==> config.mk <==
export PLATFORM = sky130hd
export DESIGN_NAME = rst_casc_gen
export DESIGN_NICKNAME = d
export VERILOG_FILES = /design/src/rtl/rst_casc_pkg.sv /design/src/rtl/rst_casc_sync.sv /design/src/rtl/rst_casc_stretch.sv /design/src/rtl/rst_casc_cause.sv /design/src/rtl/rst_casc_gen.sv
export SDC_FILE = /design/constraint.sdc
export NUM_CORES = 1
export LEC_CHECK = 0
export BUFFER_PORTS_ARGS = -buffer_cell sky130_fd_sc_hd__buf_2
export CAP_MARGIN = 20
export CORE_MARGIN = 2
export CORE_UTILIZATION = 53
export DETAILED_ROUTE_END_ITERATION = 16
export GPL_ROUTABILITY_DRIVEN = 0
export PLACE_DENSITY = 0.77
export SYNTH_ARGS = -nofsm -noshare
export SYNTH_HDL_FRONTEND = slang
export SYNTH_SLANG_ARGS = --single-unit
==> constraint.sdc <==
create_clock -name clk_i -period 1.7 [get_ports clk_i]
set_input_delay 0.085 -clock clk_i [delete_from_list [all_inputs] [get_ports clk_i]]
set_output_delay 0.085 -clock clk_i [all_outputs]
set_load 0.05 [all_outputs]
==> src/rtl/rst_casc_pkg.sv <==
`timescale 1ns/1ps
package rst_casc_pkg;
   localparam int NUM_LEVELS = 3;
   localparam int LVL_BOR = 0;
   localparam int LVL_POR = 1;
   localparam int LVL_PUC = 2;

   localparam int CODE_PWRUP = 1;
   localparam int CODE_BASE  = 2;

   // source index order is the priority order (lower index wins)
   localparam int SRC_PIN   = 0;
   localparam int SRC_WAKE  = 1;
   localparam int SRC_SVS   = 2;
   localparam int SRC_SWBOR = 3;
   localparam int SRC_SWPOR = 4;
   localparam int SRC_WDT   = 5;
   localparam int SRC_PWD0  = 6;

   function automatic int num_src(input int npwd);
      return SRC_PWD0 + npwd + 3;
   endfunction

   function automatic int cause_width(input int npwd);
      return $clog2(CODE_BASE + num_src(npwd));
   endfunction
endpackage

==> src/rtl/rst_casc_sync.sv <==
`timescale 1ns/1ps
module rst_casc_sync #(
   parameter int WIDTH  = 1,
   parameter int STAGES = 2,
   parameter logic [WIDTH-1:0] RST_VAL = '0
) (
   input  logic             clk_i,
   input  logic             rst_n_i,
   input  logic [WIDTH-1:0] d_i,
   output logic [WIDTH-1:0] q_o
);
   logic [WIDTH-1:0] stg_q [STAGES];

   always_ff @(posedge clk_i or negedge rst_n_i) begin
      if (!rst_n_i) begin
         for (int s = 0; s < STAGES; s++) stg_q[s] <= RST_VAL;
      end else begin
         stg_q[0] <= d_i;
         for (int s = 1; s < STAGES; s++) stg_q[s] <= stg_q[s-1];
      end
   end

   assign q_o = stg_q[STAGES-1];
endmodule

==> src/rtl/rst_casc_stretch.sv <==
`timescale 1ns/1ps
module rst_casc_stretch #(
   parameter int STRETCH = 16
) (
   input  logic clk_i,
   input  logic rst_n_i,
   input  logic hold_i,
   output logic lvl_o
);
   localparam int CNT_W = $clog2(STRETCH + 1);
   localparam logic [CNT_W-1:0] LOAD = CNT_W'(STRETCH);
   localparam logic [CNT_W-1:0] ONE  = CNT_W'(1);

   logic [CNT_W-1:0] cnt_q;

   always_ff @(posedge clk_i or negedge rst_n_i) begin
      if (!rst_n_i) begin
         cnt_q <= LOAD;
         lvl_o <= 1'b1;
      end else if (hold_i) begin
         cnt_q <= LOAD;
         lvl_o <= 1'b1;
      end else if (cnt_q > ONE) begin
         cnt_q <= cnt_q - ONE;
         lvl_o <= 1'b1;
      end else begin
         cnt_q <= '0;
         lvl_o <= 1'b0;
      end
   end

   // a sampled hold always leaves the level asserted
   a_r8_hold_sets: assert property (@(posedge clk_i) disable iff (!rst_n_i)
      hold_i |=> lvl_o);
   // the level never drops on the edge right after a hold
   a_r8_no_drop_after_hold: assert property (@(posedge clk_i) disable iff (!rst_n_i)
      $fell(lvl_o) |-> !$past(hold_i));
endmodule

==> src/rtl/rst_casc_cause.sv <==
`timescale 1ns/1ps
module rst_casc_cause
   import rst_casc_pkg::*;
#(
   parameter int NSRC = 14,
   parameter int CW   = 4
) (
   input  logic            clk_i,
   input  logic            rst_n_i,
   input  logic [NSRC-1:0] src_i,
   input  logic            rd_i,
   output logic [CW-1:0]   cause_o
);
   logic          lock_q;
   logic [CW-1:0] pick;

   always_comb begin
      pick = '0;
      for (int i = NSRC - 1; i >= 0; i--) begin
         if (src_i[i]) pick = CW'(CODE_BASE + i);
      end
   end

   always_ff @(posedge clk_i or negedge rst_n_i) begin
      if (!rst_n_i) begin
         cause_o <= CW'(CODE_PWRUP);
         lock_q  <= 1'b1;
      end else if (rd_i) begin
         lock_q  <= 1'b0;
      end else if ((|src_i) && !lock_q) begin
         cause_o <= pick;
         lock_q  <= 1'b1;
      end
   end

   // a frozen code stays put until the read strobe
   a_r10_frozen_code: assert property (@(posedge clk_i) disable iff (!rst_n_i)
      (lock_q && !rd_i) |=> $stable(cause_o));
   // the pin is the most severe recordable source
   a_r9_pin_wins: assert property (@(posedge clk_i) disable iff (!rst_n_i)
      (src_i[SRC_PIN] && !lock_q && !rd_i) |=> (cause_o == CW'(CODE_BASE)));
endmodule

==> src/rtl/rst_casc_gen.sv <==
`timescale 1ns/1ps
module rst_casc_gen
   import rst_casc_pkg::*;
#(
   parameter int STRETCH     = 16,
   parameter int NPWD        = 5,
   parameter int SYNC_STAGES = 2,
   parameter int CAUSE_W     = 4
) (
   input  logic               clk_i,
   input  logic               por_n_i,
   input  logic               pin_n_i,
   input  logic               pin_nmi_mode_i,
   input  logic               lpm_wake_i,
   input  logic               svs_low_i,
   input  logic               svs_en_i,
   input  logic               sw_bor_i,
   input  logic               sw_por_i,
   input  logic               wdt_expire_i,
   input  logic               wdt_interval_i,
   input  logic [NPWD-1:0]    pwd_viol_i,
   input  logic               seg_viol_i,
   input  logic               periph_fetch_i,
   input  logic               ecc_uncorr_i,
   input  logic               cause_rd_i,
   output logic               bor_o,
   output logic               por_o,
   output logic               puc_o,
   output logic [CAUSE_W-1:0] cause_o
);
   localparam int NSRC = num_src(NPWD);
   localparam int SRC_SEG   = SRC_PWD0 + NPWD;
   localparam int SRC_FETCH = SRC_PWD0 + NPWD + 1;
   localparam int SRC_ECC   = SRC_PWD0 + NPWD + 2;

   // elaboration-time parameter checks
   if (STRETCH < 2) begin : g_bad_stretch
      $error("rst_casc_gen: STRETCH must be at least 2");
   end
   if (NPWD < 1) begin : g_bad_npwd
      $error("rst_casc_gen: NPWD must be at least 1");
   end
   if (SYNC_STAGES < 2) begin : g_bad_sync
      $error("rst_casc_gen: SYNC_STAGES must be at least 2");
   end
   if (CAUSE_W < cause_width(NPWD)) begin : g_bad_cw
      $error("rst_casc_gen: CAUSE_W too narrow for the source count");
   end

   // asynchronous inputs: {supervisor flag, pin}
   logic [1:0] async_s;
   rst_casc_sync #(
      .WIDTH   (2),
      .STAGES  (SYNC_STAGES),
      .RST_VAL (2'b01)
   ) u_sync (
      .clk_i   (clk_i),
      .rst_n_i (por_n_i),
      .d_i     ({svs_low_i, pin_n_i}),
      .q_o     (async_s)
   );

   logic [NSRC-1:0] src;
   always_comb begin
      src                  = '0;
      src[SRC_PIN]         = ~async_s[0] & ~pin_nmi_mode_i;
      src[SRC_WAKE]        = lpm_wake_i;
      src[SRC_SVS]         = async_s[1] & svs_en_i;
      src[SRC_SWBOR]       = sw_bor_i;
      src[SRC_SWPOR]       = sw_por_i;
      src[SRC_WDT]         = wdt_expire_i & ~wdt_interval_i;
      src[SRC_PWD0 +: NPWD] = pwd_viol_i;
      src[SRC_SEG]         = seg_viol_i;
      src[SRC_FETCH]       = periph_fetch_i;
      src[SRC_ECC]         = ecc_uncorr_i;
   end

   logic [NUM_LEVELS-1:0] trig;
   logic [NUM_LEVELS-1:0] lvl_q;

   assign trig[LVL_BOR] = |src[SRC_SWBOR:SRC_PIN];
   assign trig[LVL_POR] = trig[LVL_BOR] | src[SRC_SWPOR];
   assign trig[LVL_PUC] = |src;

   for (genvar k = 0; k < NUM_LEVELS; k++) begin : g_lvl
      logic hold;
      if (k == 0) begin : g_deepest
         assign hold = trig[k];
      end else begin : g_nested
         assign hold = trig[k] | lvl_q[k-1];
      end
      rst_casc_stretch #(.STRETCH(STRETCH)) u_stretch (
         .clk_i   (clk_i),
         .rst_n_i (por_n_i),
         .hold_i  (hold),
         .lvl_o   (lvl_q[k])
      );
   end

   assign bor_o = lvl_q[LVL_BOR];
   assign por_o = lvl_q[LVL_POR];
   assign puc_o = lvl_q[LVL_PUC];

   rst_casc_cause #(.NSRC(NSRC), .CW(CAUSE_W)) u_cause (
      .clk_i   (clk_i),
      .rst_n_i (por_n_i),
      .src_i   (src),
      .rd_i    (cause_rd_i),
      .cause_o (cause_o)
   );

   // nesting of the three levels
   a_r7_bor_in_por: assert property (@(posedge clk_i) disable iff (!por_n_i)
      bor_o |-> por_o);
   a_r7_por_in_puc: assert property (@(posedge clk_i) disable iff (!por_n_i)
      por_o |-> puc_o);
   // clear-only sources leave the power-on level low
   a_r6_puc_no_por: assert property (@(posedge clk_i) disable iff (!por_n_i)
      (!bor_o && !por_o && !trig[LVL_POR]) |=> !por_o);
   // an NMI-mode pin cannot start a brownout
   a_r3_nmi_quiet: assert property (@(posedge clk_i) disable iff (!por_n_i)
      (pin_nmi_mode_i && !bor_o && !(|src[SRC_SWBOR:SRC_WAKE])) |=> !bor_o);
endmodule

==> run metrics <==
status finished clean; number of routed nets with antenna violations 0; Setup Skew 11.5 ps; Die W 54.2 µm; Sw Ratio 28.2%; core area 0.00243 mm²; clk sinks 27; CTS H-tree depth 1; CP required 1910 ps; Die Y 54.2 µm; drc violations 0; WS Path Type reg -> reg; top cells by count, synth nor2_1 (26), dfrtp_1 (17), dfstp_2 (10); Area Growth Syn to Fin 18.0%; share of layout cells above drive strength 1 32.5%; Iter 0 DRT Violations 8; via count 1008; worst path bufs/invs 1; vias in the first global route 1031; cell with the most instances after synthesis nor2_1; Int Power 844 µW; antenna violations before repair 0; io pins 27; Mapped Area 0.00134 mm²; # Post-CTS Setup Buffers 0; flop-to-flop setup slack 160 ps; CTS tree done; Worst Tran Pin Value 578 ps; Max Freq 650 MHz; first-pass GRT wire length 4080 µm; Seq pwr share 59.2%; routed vias/inst 5.22; leakage power 0.000717 µW; Crit-path slowest cell dfstp_2; CP Cell Sequence o21ba_2 > nand2b_2 > o21ai_2 > inv_2 > mux2_4; syn avg cell area 10.4 µm²; PortBufs 26; drt pass-1 iters 4; top post-synthesis cells by area dfrtp_1 (32%), dfstp_2 (20%), nor2_1 (7.3%), ha_1 (5.6%), xnor2_1 (3.9%); Worst Hold End g_lvl[1].u_stretch.lvl_o; setup_tns 0 ps; min Tclk post-route 1540 ps; RSZ-0062 raised after global routing no; post-DP HPWL 2000 µm; Initial Utilization 54.9%; Synthesis Warnings 0; cell taking the most area after synthesis dfrtp_1; CP max stage delay 570 ps; largest net degree at the start of global routing 28; r2r startpoint u_sync.q_o[0]; clock root cell clkbuf_4; routed length per instance 12.7 µm; grt ovf 0; Worst path top cell family by delay flip-flops; worst hold slack 34.4 ps; Hold Fails Final Rpt 0; Top FF cell, synth dfrtp_1; Max Slew Vio Count 0; Sw Pwr 331 µW; synthesized netlist cell count 129; r2r endpoint u_cause.cause_o[1]; Worst R2R Path Depth 5; Slew HR 61.4%; Max FO, Critical Path 8; Cell variety after synth 32; part of the Yosys area used for sequential elements 51.5%; WL final 2450 µm; latest clock arrival within the worst-skew pair 320 ps; CP startpoint kind flip-flop; CP Data Arrival Time 1750 ps; Worst-path clk slew 150 ps; Mapped Nets 155; row count 18; hold path start sw_por_i; number of synthesized flops with an enable pin 0; global-route usage over all layers 19.4%; CP endpoint kind flip-flop; share of the clock period used by the worst path 90.5%; final setup fails 0; clock buffer depth 2; HP Class in -> reg; hold path depth 3; share of flip-flops with an asynchronous set or reset 100%; antenna cells 0; post-synth top area share 31.8%; Comb power frac 17.7%; total die area 0.00294 mm²; PwrDens 745 mW/mm²; Net count, final 190; Max-Cap Viols 0; CTS Buf Count 3; clock network power share 23.1%; Max IR drop VDD 0.000456 V; #FFs+latches synth 27
==> worst reg2reg max path, cell delays in order (launching register included) <==
cell and delay, ps:
dfstp_2 570, o21ba_2 160, nand2b_2 120, o21ai_2 200
inv_2 80, mux2_4 300
==> metal layers <==
metal | up-vias | part of all wire (%) | track usage, % | wire length [µm]
met4 | 0 | 0.78 | 7.50 | 19
met3 | 2 | 4.2 | 3.01 | 102
met5 | - | 0 | 0 | 0
li1 | 503 | - | - | -
met2 | 19 | 52 | 36.5 | 1280
met1 | 484 | 43 | 21.7 | 1050
==> flip-flops by register name, indices dropped and copies added (netlist names) <==
name	flops
u_cause.cause_o	4
u_cause.lock_q	1
g_lvl.u_stretch.cnt_q	15
u_sync.q_o	2
u_sync.stg_q	2
g_lvl.u_stretch.lvl_o	3
==> power groups by stage <==
stage | sequential (µW) | combinational (µW) | clock [µW]
after floorplan | 755 | 76.6 | 0
after global placement | 705 | 199 | 0
after detailed placement | 708 | 203 | 0
after CTS | 696 | 210 | 281
after global routing | 700 | 232 | 306
final | 696 | 208 | 271
==> cells in the final DEF (no fill, tap or decap), types with 5 or more instances in the layout <==
cell,netlist,layout
nor2_1,26,26
nand2_1,7,7
a21oi_1,6,6
nand2b_1,6,6
xnor2_1,6,6
dfstp_2,10,10
o21ai_0,5,5
inv_1,8,8
dfrtp_1,17,17
buf_2,0,26
nor3_1,7,6
ha_1,6,6
==> stage by stage <==
stage / instance area (µm²) / setup slack (ps) / cells / util, % / total power (µW)
3_3_place_gp: 1500 / 245 / 185 / 61.8 / 904
5_1_grt: 1580 / 56.3 / 193 / 64.8 / 1240
2_1_floorplan: 1340 / 286 / 129 / - / 831
3_5_place_dp: 1500 / 173 / 185 / 61.8 / 911
4_1_cts: 1570 / 155 / 193 / 64.6 / 1190
6_report: 1580 / 162 / 193 / 64.8 / 1170
==> worst max-delay path by stage <==
| stage | depth (start not counted) | slack, ps | end | start |
|---|---|---|---|---|
| after global placement | 5 | 240 | u_cause.cause_o[2] | u_sync.q_o[0] |
| after CTS | 5 | 150 | u_cause.cause_o[1] | u_sync.q_o[0] |
| after detailed placement | 5 | 170 | u_cause.cause_o[1] | u_sync.q_o[0] |
| after floorplan | 5 | 290 | u_cause.cause_o[1] | u_sync.q_o[0] |
| final | 5 | 160 | u_cause.cause_o[1] | u_sync.q_o[0] |
| after global routing | 6 | 60 | g_lvl[1].u_stretch.cnt_q[2] | g_lvl[1].u_stretch.cnt_q[1] |
==> cell families after synthesis <==
logic type,synth area share [%]
fa+ha+maj,5.62
compound gates,9.46
xor+xnor,5.24
buf+inv,2.53
mux,2.25
flops,51.5
simple gates,23.4
==> layout make-up <==
class                   count  area (µm²)
fillers                   190         856
well taps                  30        37.5
clock buffers               3        22.5
multi-input cells          93         619
inverters                   9        33.8
repair buffers             30         170
clock inverters             1        5.00
flip-flops and latches     27         688
==> what timing repair did <==
action,CTS,global route
endpoints found under the hold margin,20,0
endpoints found under the setup margin,0,1
hold buffers,4,0
resized for setup,0,1
Power figures use the tool's default switching activity.
